File: config.mk
export PLATFORM = sky130hd
export DESIGN_NAME = zt_sram_host
export DESIGN_NICKNAME = d
export VERILOG_FILES = /design/src/rtl/zt_sram_pkg.sv /design/src/rtl/zt_burst_ctr.sv /design/src/rtl/zt_cmd_issue.sv /design/src/rtl/zt_data_phase.sv /design/src/rtl/zt_sram_host.sv
export SDC_FILE = /design/constraint.sdc
export NUM_CORES = 1
export LEC_CHECK = 0
export ABC_AREA = 1
export CAP_MARGIN = 30
export CORE_MARGIN = 5
export CORE_UTILIZATION = 43
export CTS_BUF_LIST = sky130_fd_sc_hd__clkbuf_4 sky130_fd_sc_hd__clkbuf_8 sky130_fd_sc_hd__clkbuf_16
export DETAILED_ROUTE_END_ITERATION = 12
export HOLD_SLACK_MARGIN = 0.02
export PLACE_DENSITY = 0.82
export SLEW_MARGIN = 15
export SYNTH_ARGS = -nofsm -noshare
export SYNTH_HDL_FRONTEND = slang
export SYNTH_SLANG_ARGS = --single-unit
File: constraint.sdc
create_clock -name clk -period 1.7 [get_ports clk]
set_input_delay 0.17 -clock clk [delete_from_list [all_inputs] [get_ports clk]]
set_output_delay 0.17 -clock clk [all_outputs]
set_load 0.005 [all_outputs]
File: src/rtl/zt_sram_pkg.sv
package zt_sram_pkg;
  // Kind of data phase that follows a command by one cycle.
  typedef enum logic [1:0] {
    PH_NONE  = 2'd0,
    PH_READ  = 2'd1,
    PH_WRITE = 2'd2
  } phase_e;
endpackage

File: src/rtl/zt_burst_ctr.sv
module zt_burst_ctr #(
  parameter int BEATS = 4
) (
  input  logic clk,
  input  logic rst_n,
  input  logic en,
  input  logic start,
  output logic busy
);
  localparam int CW = (BEATS > 2) ? $clog2(BEATS) : 1;

  // Number of advance commands still to issue.
  logic [CW-1:0] left_q;

  always_ff @(posedge clk) begin
    if (!rst_n) begin
      left_q <= '0;
    end else if (en) begin
      if (start) begin
        left_q <= CW'(BEATS - 1);
      end else if (left_q != '0) begin
        left_q <= left_q - 1'b1;
      end
    end
  end

  assign busy = (left_q != '0);
endmodule

File: src/rtl/zt_cmd_issue.sv
module zt_cmd_issue
  import zt_sram_pkg::*;
#(
  parameter int ADDR_W = 18,
  parameter int LANES  = 4,
  parameter int LANE_W = 9
) (
  input  logic                      clk,
  input  logic                      rst_n,
  input  logic                      en,
  input  logic                      acc,
  input  logic                      acc_write,
  input  logic [ADDR_W-1:0]         acc_addr,
  input  logic [LANES-1:0]          acc_be,
  input  logic [LANES*LANE_W-1:0]   acc_wdata,
  input  logic                      cont,
  output logic                      cs_n,
  output logic                      adv_ld,
  output logic                      we_n,
  output logic [ADDR_W-1:0]         addr,
  output logic [LANES-1:0]          bw_n,
  output phase_e                    ph,
  output logic [LANES*LANE_W-1:0]   ph_wdata
);
  localparam int DATA_W = LANES * LANE_W;

  logic [LANES-1:0] lane_bw_n;

  // Reads keep every lane select high; writes follow the mask lane by lane.
  for (genvar l = 0; l < LANES; l++) begin : g_lane
    assign lane_bw_n[l] = ~(acc_write & acc_be[l]);
  end

  always_ff @(posedge clk) begin
    if (!rst_n) begin
      cs_n     <= 1'b1;
      adv_ld   <= 1'b0;
      we_n     <= 1'b1;
      addr     <= '0;
      bw_n     <= '1;
      ph       <= PH_NONE;
      ph_wdata <= '0;
    end else if (en) begin
      if (acc) begin
        cs_n     <= 1'b0;
        adv_ld   <= 1'b0;
        we_n     <= ~acc_write;
        addr     <= acc_addr;
        bw_n     <= lane_bw_n;
        ph       <= acc_write ? PH_WRITE : PH_READ;
        ph_wdata <= acc_wdata;
      end else if (cont) begin
        // Burst continuation: the memory steps its own address.
        cs_n     <= 1'b0;
        adv_ld   <= 1'b1;
        we_n     <= 1'b1;
        bw_n     <= '1;
        ph       <= PH_READ;
        ph_wdata <= DATA_W'(0);
      end else begin
        cs_n     <= 1'b1;
        adv_ld   <= 1'b0;
        we_n     <= 1'b1;
        bw_n     <= '1;
        ph       <= PH_NONE;
        ph_wdata <= DATA_W'(0);
      end
    end
  end
endmodule

File: src/rtl/zt_data_phase.sv
module zt_data_phase
  import zt_sram_pkg::*;
#(
  parameter int DATA_W = 36
) (
  input  logic              clk,
  input  logic              rst_n,
  input  logic              en,
  input  phase_e            ph_in,
  input  logic [DATA_W-1:0] wd_in,
  input  logic [DATA_W-1:0] dq_i,
  output logic [DATA_W-1:0] dq_o,
  output logic              dq_oe,
  output logic              rsp_valid,
  output logic [DATA_W-1:0] rsp_data
);
  phase_e            dph_q;
  logic [DATA_W-1:0] dwd_q;

  // One-stage pipeline: the data phase trails its command by a cycle.
  always_ff @(posedge clk) begin
    if (!rst_n) begin
      dph_q <= PH_NONE;
      dwd_q <= '0;
    end else if (en) begin
      dph_q <= ph_in;
      dwd_q <= wd_in;
    end
  end

  assign dq_oe = (dph_q == PH_WRITE);
  assign dq_o  = dwd_q;

  // Read data is captured at the end of its data phase.
  always_ff @(posedge clk) begin
    if (!rst_n) begin
      rsp_valid <= 1'b0;
      rsp_data  <= '0;
    end else if (en) begin
      rsp_valid <= (dph_q == PH_READ);
      if (dph_q == PH_READ) begin
        rsp_data <= dq_i;
      end
    end
  end
endmodule

File: src/rtl/zt_sram_host.sv
module zt_sram_host
  import zt_sram_pkg::*;
#(
  parameter int ADDR_W       = 18,
  parameter int LANES        = 4,
  parameter int LANE_W       = 9,
  parameter int BURST_LEN    = 4,
  parameter int LINEAR_ORDER = 1
) (
  input  logic                    clk,
  input  logic                    rst_n,
  input  logic                    req_valid,
  output logic                    req_ready,
  input  logic                    req_write,
  input  logic [ADDR_W-1:0]       req_addr,
  input  logic [LANES-1:0]        req_be,
  input  logic [LANES*LANE_W-1:0] req_wdata,
  input  logic                    req_burst,
  output logic                    rsp_valid,
  input  logic                    rsp_ready,
  output logic [LANES*LANE_W-1:0] rsp_data,
  output logic                    mem_cen_n,
  output logic                    mem_cs_n,
  output logic                    mem_adv_ld,
  output logic                    mem_we_n,
  output logic [ADDR_W-1:0]       mem_addr,
  output logic [LANES-1:0]        mem_bw_n,
  output logic                    mem_lin_order,
  output logic [LANES*LANE_W-1:0] mem_dq_o,
  output logic                    mem_dq_oe,
  input  logic [LANES*LANE_W-1:0] mem_dq_i
);
  localparam int DATA_W = LANES * LANE_W;

  logic              stall;
  logic              run;
  logic              busy;
  logic              acc;
  logic              burst_go;
  phase_e            ph;
  logic [DATA_W-1:0] ph_wdata;

  // A held response freezes the memory and every pipeline register.
  assign stall     = rsp_valid & ~rsp_ready;
  assign run       = ~stall;
  assign mem_cen_n = stall;
  assign req_ready = run & ~busy;
  assign acc       = req_valid & req_ready;
  assign burst_go  = acc & req_burst & ~req_write;

  assign mem_lin_order = (LINEAR_ORDER != 0);

  zt_burst_ctr #(.BEATS(BURST_LEN)) u_burst (
    .clk   (clk),
    .rst_n (rst_n),
    .en    (run),
    .start (burst_go),
    .busy  (busy)
  );

  zt_cmd_issue #(.ADDR_W(ADDR_W), .LANES(LANES), .LANE_W(LANE_W)) u_issue (
    .clk       (clk),
    .rst_n     (rst_n),
    .en        (run),
    .acc       (acc),
    .acc_write (req_write),
    .acc_addr  (req_addr),
    .acc_be    (req_be),
    .acc_wdata (req_wdata),
    .cont      (busy),
    .cs_n      (mem_cs_n),
    .adv_ld    (mem_adv_ld),
    .we_n      (mem_we_n),
    .addr      (mem_addr),
    .bw_n      (mem_bw_n),
    .ph        (ph),
    .ph_wdata  (ph_wdata)
  );

  zt_data_phase #(.DATA_W(DATA_W)) u_dphase (
    .clk       (clk),
    .rst_n     (rst_n),
    .en        (run),
    .ph_in     (ph),
    .wd_in     (ph_wdata),
    .dq_i      (mem_dq_i),
    .dq_o      (mem_dq_o),
    .dq_oe     (mem_dq_oe),
    .rsp_valid (rsp_valid),
    .rsp_data  (rsp_data)
  );
endmodule

## Word level (Yosys, flattened, before mapping)

Cells that the tools add are included.

- Bits of input ports: 100
- Register bits: 140
- Output and inout bits: 102
- Logic and storage cells: 49

- Bitwise operators: 17
- Eq/ne operators: 2
- Multiplexer cells: 12
- Reductions and logical operators: 5
- Add/subtract/negate cells: 1

Operators by type and width:

| operator | number |
|---|---|
| 36-bit 2-to-1 mux | 1 |
| 1-bit AND | 9 |
| 2-bit 2-to-1 mux | 4 |
| 1-bit NOT | 8 |
| 1-bit 2-to-1 mux | 6 |
| 2-bit AND reduction | 3 |
| 4-bit 2-to-1 mux | 1 |
| 2-bit nonzero test | 2 |
| 2-bit by 1-bit == test with 1-bit output (second input constant) | 1 |
| 2-bit == test (second input constant) | 1 |
| 2-bit by 1-bit subtractor with 2-bit output (second input constant) | 1 |

## Longest topological paths before layout

Gate-level depths: netlist of run 1.

- Word-level depth: 9
- Depth in mapped cells: 8

## Modules after synthesis

From an unflattened synthesis of run 1, not the netlist that was laid out.

- Cells, all modules: 707
- Area total of the unflattened synthesis: 5298.8 um2

Modules (own cells, without submodules):

| module | cells each | seq. area each (um2) | times used | area each (um2) |
|---|---|---|---|---|
| zt_data_phase | 397 | 1501.4 | 1 | 2825.2 |
| zt_cmd_issue | 279 | 1261.2 | 1 | 2275.9 |
| zt_burst_ctr | 19 | 40.0 | 1 | 122.6 |
| zt_sram_host | 12 | 0.0 | 1 | 75.1 |

## Worst setup path before layout of run 1

Ideal clock, no wire load.

- Kind: register to register
- From: register u_burst.left_q[0]
- To: register u_issue.bw_n[1]
- Path slack: 0.418 ns
- Arrival time: 1.152 ns
- Data required time: 1.570 ns
- Period minus slack after synthesis: 1.282 ns
- Stages on the path, launching flop included: 9
- Path buffers: 1
- Library setup time: 0.130 ns
- Cells stage by stage: dfxtp_1 > inv_1 > ha_1 > inv_1 > nor2_2 > nand2_1 > buf_4 > nor2_1 > o21ai_1

- Word-level cells in the longest chain between the ends: 5

Ends and longest elaborated chain:

| what | RTL line | text |
|---|---|---|
| start: declaration | zt_burst_ctr.sv:13 | `logic [CW-1:0] left_q;` |
| start signal: assignment | zt_burst_ctr.sv:20 | `left_q <= CW'(BEATS - 1);` |
| start signal: assignment | zt_burst_ctr.sv:22 | `left_q <= left_q - 1'b1;` |
| 2-bit nonzero test | zt_burst_ctr.sv:27 | `assign busy = (left_q != '0);` |
| 1-bit NOT | zt_sram_host.sv:47 | `assign req_ready = run & ~busy;` |
| 1-bit AND | zt_sram_host.sv:47 |  |
| net req_ready | zt_sram_host.sv:13 | `output logic req_ready,` |
| 1-bit AND | zt_sram_host.sv:48 | `assign acc = req_valid & req_ready;` |
| 4-bit 2-to-1 mux | zt_cmd_issue.sv:44 | `if (acc) begin` |
| end signal: assignment | zt_cmd_issue.sv:49 | `bw_n <= lane_bw_n;` |
| end: declaration | zt_cmd_issue.sv:21 | `output logic [LANES-1:0] bw_n,` |

The timed path passes the listed nets, and every way through them passes these cells.
A chain may end at the register's enable or synchronous reset.

## Worst setup path in the final report of run 1

- From: register u_burst.left_q[0]
- To: output req_ready

- Word-level cells in the longest chain between the ends: 3

Ends and longest elaborated chain:

| what | RTL line |
|---|---|
| 2-bit nonzero test | zt_burst_ctr.sv:27 |
| 1-bit NOT | zt_sram_host.sv:47 |
| 1-bit AND | zt_sram_host.sv:47 |
| end: declaration | zt_sram_host.sv:13 |

Every way passes these cells.

==> results of run 1 <==
## kinds of logic after synthesis
logic type | after synthesis | share of synthesized area, %
compound gates | 174 | 17.65
fa+ha+maj | 1 | 0.2524
buf+inv | 89 | 7.599
flops | 140 | 56.55
other cells | 1 | 0.07567
simple gates | 222 | 17.87
## worst min path at each step
stage                                from                    end  slack [ns]  cells after the start
floorplan                       req_valid           u_issue.cs_n        0.30                      1
global placement    u_dphase.rsp_data[12]  u_dphase.rsp_data[12]        0.43                      2
detailed placement  u_dphase.rsp_data[23]  u_dphase.rsp_data[23]        0.44                      2
CTS                                 rst_n       u_dphase.dq_o[7]        0.25                      3
global route                        rst_n      u_dphase.dq_o[12]        0.28                      3
finish                              rst_n       u_dphase.dq_o[7]        0.26                      3
## Yosys cell counts, drive strengths merged
| master | instances |
|---|---|
| conb | 1 |
| clkbuf | 22 |
| nor2 | 126 |
| a21oi | 75 |
| a31oi | 1 |
| nand3 | 4 |
| ha | 1 |
| dfxtp | 140 |
| o211ai | 1 |
| buf | 21 |
| nand2 | 90 |
| o21ai | 97 |
| inv | 46 |
| nand3b | 1 |
| nand4 | 1 |
## state kept, by name, indices dropped and copies added, names as in the netlist, 2 cells and up
register / count
u_dphase.dq_o: 36
u_dphase.rsp_data: 36
u_dphase.dph_q: 2
u_burst.left_q: 2
u_issue.ph: 2
u_issue.ph_wdata: 36
u_issue.bw_n: 4
u_issue.addr: 18
## worst max-delay path, cell delays in order (launching register included)
cell and delay (ns):
dfxtp_1 0.31, inv_1 0.11, ha_4 0.16, inv_2 0.06, nor2_4 0.13, dlygate4sd2_1 0.26
## power by group through the flow
stage          clock (mW)  sequential (mW)  combinational (mW)
2_1_floorplan           0             4.20                1.23
3_3_place_gp            0             4.17                2.68
3_5_place_dp            0             4.20                2.78
4_1_cts              3.68             4.14                2.81
5_1_grt              3.83             4.21                3.11
6_report             3.61             4.14                2.80
## timing repair
item                       4_1_cts  5_1_grt
setup endpoints to repair        2        1
pin swaps                        0        1
gates resized for setup          5        1
## per-stage QoR
stage	hold slack (ns)	setup slack [ns]	TNS [ns]
finish	0.2644	0.08860	0
global route	0.2802	-0.002299	-0.002299
detailed placement	0.4352	-0.04505	-0.1467
floorplan	0.3007	0.4178	0
global placement	0.4298	0.05732	0
CTS	0.2470	0.03579	0
## per-layer routing
metal | vias up | share of wire, % | global-route usage, %
met5 | - | 0 | 0
met4 | 0 | 2.4 | 7.977
met3 | 23 | 6.6 | 7.411
met2 | 167 | 50 | 33.35
met1 | 2119 | 41 | 22.83
li1 | 2385 | - | -
## layout make-up
class	count	area share, %
Clock inverter	10	1.486
Timing Repair Buffer	215	28.50
Clock buffer	21	6.123
Tap cell	143	2.310
Multi-Input combinational cell	398	23.17
Sequential cell	140	36.19
Inverter	46	2.229
==> impl_metrics.csv, run 1 <==
group,metric,value,unit
status,outcome,"complete, no violations",
routing,dr.pass1.iters,5,
worst_setup_path,r2r_cells,7,
logic_synthesis,yosysSeqAreaShare,56.55,%
routing,post-route-drc-count,0,
cts,postCtsSetupBuffers,0,
logic_synthesis,synth_fp_nets,728,
routing,vias_per_cell,4.824,
pwr,p_seq_share,39.2,%
logic_synthesis,synth_area_per_cell,7.904,sq um
cts,cts_hold_buf,0,
worst_setup_path,path_class,"reg -> out",
routing,ant_nets,0,
grt,grt_max_degree,74,
worst_setup_path,cp_max_fo,4,
final_layout,final_util,68.12,%
logic_synthesis,synth.top_cell.area_share,56.55,%
logic_synthesis,synth_top_area_cell,"dfxtp_1",
cts,clkSlewWorstSetupHoldPaths,0.06,ns
worst_setup_path,timing.rr.end,"u_issue.addr[13]",
cts,cts_tree,"done",
worst_setup_path,crit_end,"req_ready",
pwr,irDropWorstVdd,816.3,uV
logic_synthesis,syn_area,4956,sq um
final_layout,multi_input_area,1794,sq um
logic_synthesis,synthTopCellsByArea,"dfxtp_1 (57%), nor2_1 (9.3%), o21ai_0 (8.8%)",
pwr,p_sw_share,27.54,%
floorplanning,rows,39,
final_layout,ff_latch_area,2803,sq um
pwr,p_leak,2.933,nW
placed_design,dpl_cell_area,7141,sq um
floorplanning,dieArea,13770,sq um
worst_setup_path,critPathLaunch,"u_burst.left_q[0]",
pwr,p_int,7.645,mW
cts,cts-htree-levels,4,
final_layout,antennaDiodeCount,0,
worst_setup_path,critPathLaunchType,"flop",
final_layout,drive_gt1_share,6.747,%
routing,post_drt_wl_per_cell,14.26,um
logic_synthesis,ys_seq_elements,140,
grt,grt_pass1_wl,22770,um
grt,grt.overflow.total,0,
pwr,pwr-share-clk,34.2,%
cts,cts_sinks,140,
logic_synthesis,yosysUniqueCellTypes,25,
cts,cts.path.max_buffers,2,
routing,drt-initial-drc-count,333,
cts,worstSkewPairLatency,0.41,ns
final_layout,fillers,901,
sta,fin_crit_sh,94.79,%
sta,min_period,1.611,ns
worst_setup_path,required,1.53,ns
final_layout,layout-area-overhead-vs-synth,56.27,%
pwr,power,10.55,mW
final_layout,layout_commonest_cell,"clkdlybuf4s50_1",
sta,maxSlewViolCount,0,
pwr,power_frac_comb,26.6,%
worst_hold_path,hp-class,"in -> reg",
final_layout,final_cell_mix,"clkdlybuf4s50_1 (197), dfxtp_1 (140), nor2_1 (123)",
pwr,p_sw,2.905,mW
placed_design,hpwl,10040,um
placed_design,place_inst,942,
worst_setup_path,crit_arrival,1.44,ns
worst_setup_path,end_kind,"primary output",
placed_design,numPortBuffers,200,
floorplanning,core-area,11370,sq um
floorplanning,initial_core_util,43.59,%
floorplanning,ios,202,
final_layout,layoutNonFillerInstCount,973,
cts,root_buffer,"clkbuf_16",
sta,finalClockSkew,0.01313,ns
grt,grt_pass1_vias,4722,
grt,antenna_found_initial,0,
worst_setup_path,rrSetupSlack,0.34,ns
sta,setup_viol,0,
worst_setup_path,reg2reg_from,"u_burst.left_q[1]",
grt,grt_use_total,19.89,%
sta,final-hold-violation-count,0,
cts,cts_buffers,17,
run,maxCapViolations,0,
floorplanning,dieWidth,117.4,um
placed_design,place.gp.congestion,0.7558,
final_layout,final_cell_area,7745,sq um
pwr,powerDensity,1362,nW/um^2
sta,fmax,620.6,MHz
logic_synthesis,synthCells,627,
routing,vias,4694,
floorplanning,dieHeight,117.4,um
logic_synthesis,yosysWarnings,0,
final_layout,fin_nets,919,
routing,wl,13870,um
(Power assumes the default switching activity.)
==> run 2: changes to the inputs <==
- CORE_ASPECT_RATIO: unset -> 0.75
- SLEW_MARGIN: 15 -> 0
==> run 2 against run 1 <==
Via count grew 1.7%. Flip-flop and latch count did not move. Register-to-register slack got worse by 0.09 ns. Cell count is 0.21% lower. Clock power barely moved. Non-clock buffer count is 4 lower. Sequential power barely moved. Fmax rose by 2.0%. Die area increased by 0.17%. Clock skew shrank 0.0055 ns. Power hardly changed. Clock-buffer cell count fell by 2.
==> impl_metrics.csv, run 2 (same netlist as run 1, synthesis figures left out) <==
group,metric,value,unit
sta,fmax,632.9,MHz
final_layout,drive_gt1_share,6.530,%
grt,grt.overflow.total,0,
sta,min_period,1.580,ns
routing,ant_nets,0,
routing,vias,4775,
worst_setup_path,critical_path.max_stage_delay,0.31,ns
pwr,irDropWorstVdd,748.1,uV
sta,finalClockSkew,0.007594,ns
routing,dr.pass1.iters,5,
sta,whs,0.2221,ns
worst_setup_path,cp.depth,5,
sta,rsz0062_at_grt,"no",
worst_setup_path,slowest_stage,"dfxtp_1",
worst_setup_path,cp_max_fo,4,
cts,clkSlewWorstSetupHoldPaths,0.06,ns
worst_setup_path,path_class,"reg -> out",
cts,cts.path.max_buffers,2,
floorplanning,dieWidth,134.0,um
cts,root_buffer,"clkbuf_16",
sta,fin_crit_sh,92.94,%
grt,antenna_found_initial,0,
placed_design,numPortBuffers,200,
sta,layout_setup_ws,0.1199,ns
floorplanning,core-area,11440,sq um
routing,post-route-drc-count,0,
cts,worstSkewPairLatency,0.41,ns
final_layout,fin_nets,915,
worst_setup_path,end_kind,"primary output",
worst_setup_path,critical_path_buf_inv_count,3,
pwr,p_leak,2.916,nW
cts,cts_tree,"done",
routing,wl,14180,um
grt,grt_max_degree,74,
worst_setup_path,rrSetupSlack,0.25,ns
worst_setup_path,r2r_cells,8,
final_layout,layout-area-overhead-vs-synth,55.19,%
grt,met1_usage,25.48,%
sta,final-hold-violation-count,0,
placed_design,hpwl,10020,um
worst_setup_path,reg2reg_from,"u_burst.left_q[0]",
placed_design,place_inst,939,
worst_setup_path,crit_arrival,1.41,ns
run,maxCapViolations,0,
grt,grt_pass1_vias,4619,
grt,grt_pass1_wl,22590,um
cts,cts_hold_buf,0,
status,outcome,"complete, no violations",
floorplanning,rows,34,
sta,tightest_slew,0.5194,ns
cts,postCtsSetupBuffers,0,
placed_design,pre_cts_slack,-0.006074,ns
worst_setup_path,critPathLaunch,"u_burst.left_q[0]",
final_layout,layoutNonFillerInstCount,971,
worst_setup_path,crit_family,"buffers and inverters",
floorplanning,initial_core_util,43.31,%
worst_hold_path,hp-class,"in -> reg",
cts,cts_sinks,140,
grt,use_met2,33.18,%
final_layout,layout_commonest_cell,"clkdlybuf4s50_1",
grt,grt_use_total,20.48,%
placed_design,place.gp.congestion,0.8348,
sta,setup_viol,0,
final_layout,antennaDiodeCount,0,
worst_setup_path,timing.rr.end,"u_issue.addr[7]",
routing,post_drt_wl_per_cell,14.61,um
floorplanning,ios,202,
worst_setup_path,crit_top_cell,"inv_1",
cts,cts-htree-levels,4,
floorplanning,dieArea,13800,sq um
worst_setup_path,required,1.53,ns
routing,drt-initial-drc-count,183,
floorplanning,dieHeight,103.0,um
pwr,powerDensity,1371,nW/um^2
worst_setup_path,critPathLaunchType,"flop",
sta,slew_headroom,65.37,%
worst_setup_path,path_cells,"inv_1, ha_2, inv_1, nor2_4, clkbuf_2",
sta,maxSlewViolCount,0,
grt,met3_usage,6.146,%
grt,grt-busiest-layer,"met2",
routing,vias_per_cell,4.918,
final_layout,final_cell_mix,"clkdlybuf4s50_1 (197), dfxtp_1 (139), nor2_1 (123)",
cts,cts_buffers,17,
worst_setup_path,crit_end,"req_ready",
## run 2: changes by cell type in the layout (fill, tap and decap cells not counted), sizes merged
cell         before  now
buf              16   12
clkbuf           21   20
clkinv            4    7
clkinvlp          3    2
dlygate4sd2       2    1
inv              47   48
## run 2: metrics by stage
stage               TNS [ns]  util [%]  area, sq um  power [mW]
finish                     0     67.21         7691       10.55
global route               0     67.21         7691       11.13
CTS                        0     67.25         7696       10.65
detailed placement  -0.01189     62.04         7099       6.971
global placement           0     62.04         7099       6.852
floorplan                  0         -         4956       5.424
## run 2: worst register-to-register path, cell delays in order (launching register included)
cell     delay, ns
dfxtp_1       0.31
inv_1         0.09
ha_2          0.22
inv_1         0.11
nor2_4        0.15
nand2_1       0.11
buf_12        0.17
nor2_1        0.14
nor2_1        0.07
## run 2: how the worst min path moves through the flow
stage / start / end / depth (start not counted)
after floorplan: req_valid / u_issue.cs_n / 1
after global placement: u_dphase.rsp_data[19] / u_dphase.rsp_data[19] / 2
after detailed placement: u_dphase.rsp_data[35] / u_dphase.rsp_data[35] / 2
after CTS: rst_n / u_issue.bw_n[3] / 2
after global routing: rst_n / u_issue.we_n / 2
final: rst_n / u_issue.bw_n[3] / 2
## run 2: what timing repair did
item / in CTS / in global routing
setup endpoints to repair: 2 / 1
gates resized for setup: 6 / 1
pin swaps: 0 / 0
hold endpoints to repair: 0 / 0
cloned: 0 / 0
## run 2: layer usage
metal	wire length [um]	share of wire [%]	vias to the layer above
li1	-	-	2375
met1	6143	43	2184
met2	6541	46	182
met3	1172	8.3	34
met4	327	2.3	0
met5	0	0	-
## run 2: final cells by class
cell class | count | area, sq um
timing repair buffer | 211 | 2161
tap | 144 | 180.2
inverter | 46 | 172.7
sequential | 140 | 2804
multi-input combinational | 398 | 1784
fill | 926 | 3752
clock inverter | 13 | 142.6
clock buffer | 19 | 446.7
## run 2: power by group
part | total (mW) | leakage, nW | switching, mW | internal [mW]
sequential | 4.15 | 1.15 | 0.298 | 3.85
clock | 3.62 | 0.287 | 1.40 | 2.22
combinational | 2.78 | 1.48 | 1.30 | 1.48
==> run 3: changes to the inputs <==
- CTS_CLUSTER_SIZE: unset -> 24
- MAX_ROUTING_LAYER: unset -> met4
==> run 3 against run 2 <==
Sequential share of layout area unchanged. Clock power hardly changed. Cell count is the same. Register-to-register slack barely moved. Global-route usage grew 0.64 points. Core utilization stayed put. Hold slack lost 0.0045 ns. Via count down 0.63%. Combinational power barely moved. Routed wire length fell by 0.21%. Power about the same. Largest cell class unchanged.
==> impl_metrics.csv, run 3 (same netlist as run 1, synthesis figures left out) <==
group,metric,value,unit
cts,postCtsSetupBuffers,0,
routing,post_drt_wl_per_cell,14.58,um
sta,whs,0.2177,ns
routing,drt-initial-drc-count,193,
floorplanning,core-area,11440,sq um
floorplanning,dieHeight,103.0,um
final_layout,final_cell_area,7691,sq um
placed_design,numPortBuffers,200,
cts,cts_hold_buf,0,
final_layout,multi_input_area,1784,sq um
sta,fmax,631.9,MHz
final_layout,fillers,926,
final_layout,layout-area-overhead-vs-synth,55.19,%
floorplanning,ios,202,
cts,cts_buffers,17,
cts,cts.path.max_buffers,2,
worst_hold_path,hp-start,"rst_n",
worst_hold_path,hp-class,"in -> reg",
cts,cts-htree-levels,4,
sta,final-hold-violation-count,0,
pwr,irDropWorstVdd,746.3,uV
floorplanning,dieWidth,134.0,um
sta,layout_setup_ws,0.1174,ns
floorplanning,rows,34,
floorplanning,dieArea,13800,sq um
cts,cts_tree,"done",
sta,rsz0062_at_grt,"no",
routing,post-route-drc-count,0,
worst_setup_path,crit_arrival,1.41,ns
final_layout,fin_nets,915,
placed_design,hpwl,10020,um
final_layout,final_util,67.21,%
cts,post_cts_resize_count,6,
placed_design,place.gp.congestion,0.8477,
cts,worstSkewPairLatency,0.41,ns
worst_setup_path,rrSetupSlack,0.25,ns
run,maxCapViolations,0,
worst_setup_path,end_kind,"primary output",
routing,dr.pass1.iters,5,
floorplanning,initial_core_util,43.31,%
routing,vias,4745,
sta,slew_headroom,66.34,%
final_layout,drive_gt1_share,6.530,%
routing,wl,14150,um
worst_setup_path,r2r_cells,8,
cts,root_buffer,"clkbuf_16",
routing,vias_per_cell,4.887,
placed_design,pre_cts_slack,-0.006074,ns
pwr,p_leak,2.916,nW
worst_hold_path,hold_end,"u_issue.bw_n[3]",
grt,grt_max_degree,74,
final_layout,antennaDiodeCount,0,
status,outcome,"complete, no violations",
placed_design,place_inst,939,
worst_setup_path,required,1.53,ns
worst_setup_path,cp_max_fo,4,
final_layout,final_cell_mix,"clkdlybuf4s50_1 (197), dfxtp_1 (139), nor2_1 (123)",
sta,setup_viol,0,
worst_setup_path,timing.rr.end,"u_issue.addr[7]",
grt,grt_use_total,21.13,%
worst_hold_path,holdPathStages,2,
grt,grt_pass1_wl,22600,um
final_layout,layoutNonFillerInstCount,971,
pwr,powerDensity,1370,nW/um^2
cts,clkSlewWorstSetupHoldPaths,0.06,ns
grt,grt.overflow.total,0,
sta,maxSlewViolCount,0,
placed_design,dpl_cell_area,7099,sq um
grt,antenna_found_initial,0,
grt,grt_pass1_vias,4620,
sta,tightest_slew,0.5050,ns
final_layout,layout_commonest_cell,"clkdlybuf4s50_1",
sta,fin_crit_sh,93.10,%
routing,ant_nets,0,
final_layout,ff_latch_area,2804,sq um
worst_setup_path,path_class,"reg -> out",
sta,finalClockSkew,0.01046,ns
cts,cts_sinks,140,
worst_setup_path,reg2reg_from,"u_burst.left_q[0]",
sta,min_period,1.583,ns
worst_setup_path,critPathLaunchType,"flop",
run 3: cell counts in the layout (fill, tap and decap cells not counted):
Identical to the previous run, type by type.
run 3: how the worst max path moves through the flow:
stage / slack [ns] / endpoint / start
6_report: 0.12 / req_ready / u_burst.left_q[0]
5_1_grt: 0.03 / req_ready / u_burst.left_q[0]
2_1_floorplan: 0.42 / u_issue.bw_n[1] / u_burst.left_q[0]
4_1_cts: 0.01 / req_ready / u_burst.left_q[0]
3_3_place_gp: 0.07 / req_ready / rsp_ready
3_5_place_dp: -0.006 / u_dphase.rsp_data[34] / rsp_ready
run 3: layout make-up:
| class | instances | share of cell area, % |
|---|---|---|
| Sequential cell | 140 | 36.46 |
| Tap cell | 144 | 2.343 |
| Clock buffer | 19 | 5.808 |
| Inverter | 46 | 2.245 |
| Multi-Input combinational cell | 398 | 23.20 |
| Clock inverter | 13 | 1.855 |
| Timing Repair Buffer | 211 | 28.09 |
run 3: report_power, final:
group / internal, mW / switching (mW)
clock: 2.22 / 1.39
sequential: 3.85 / 0.298
combinational: 1.48 / 1.30
run 3: per-layer routing:
metal	vias up	routed length, um	global-route usage [%]
li1	2375	-	-
met3	28	1002	5.951
met1	2168	6324	25.87
met2	174	6561	33.06
met5	-	0	-
met4	0	267	9.012
run 3: worst max-delay path, cell delays in order (launching register included):
cell	delay [ns]
dfxtp_1	0.31
inv_1	0.09
ha_2	0.22
inv_1	0.11
nor2_4	0.15
clkbuf_2	0.14
run 3: stage by stage:
| step | power (mW) | setup TNS (ns) |
|---|---|---|
| floorplan | 5.424 | 0 |
| global placement | 6.852 | 0 |
| detailed placement | 6.971 | -0.01189 |
| CTS | 10.65 | 0 |
| global route | 11.13 | 0 |
| finish | 10.54 | 0 |
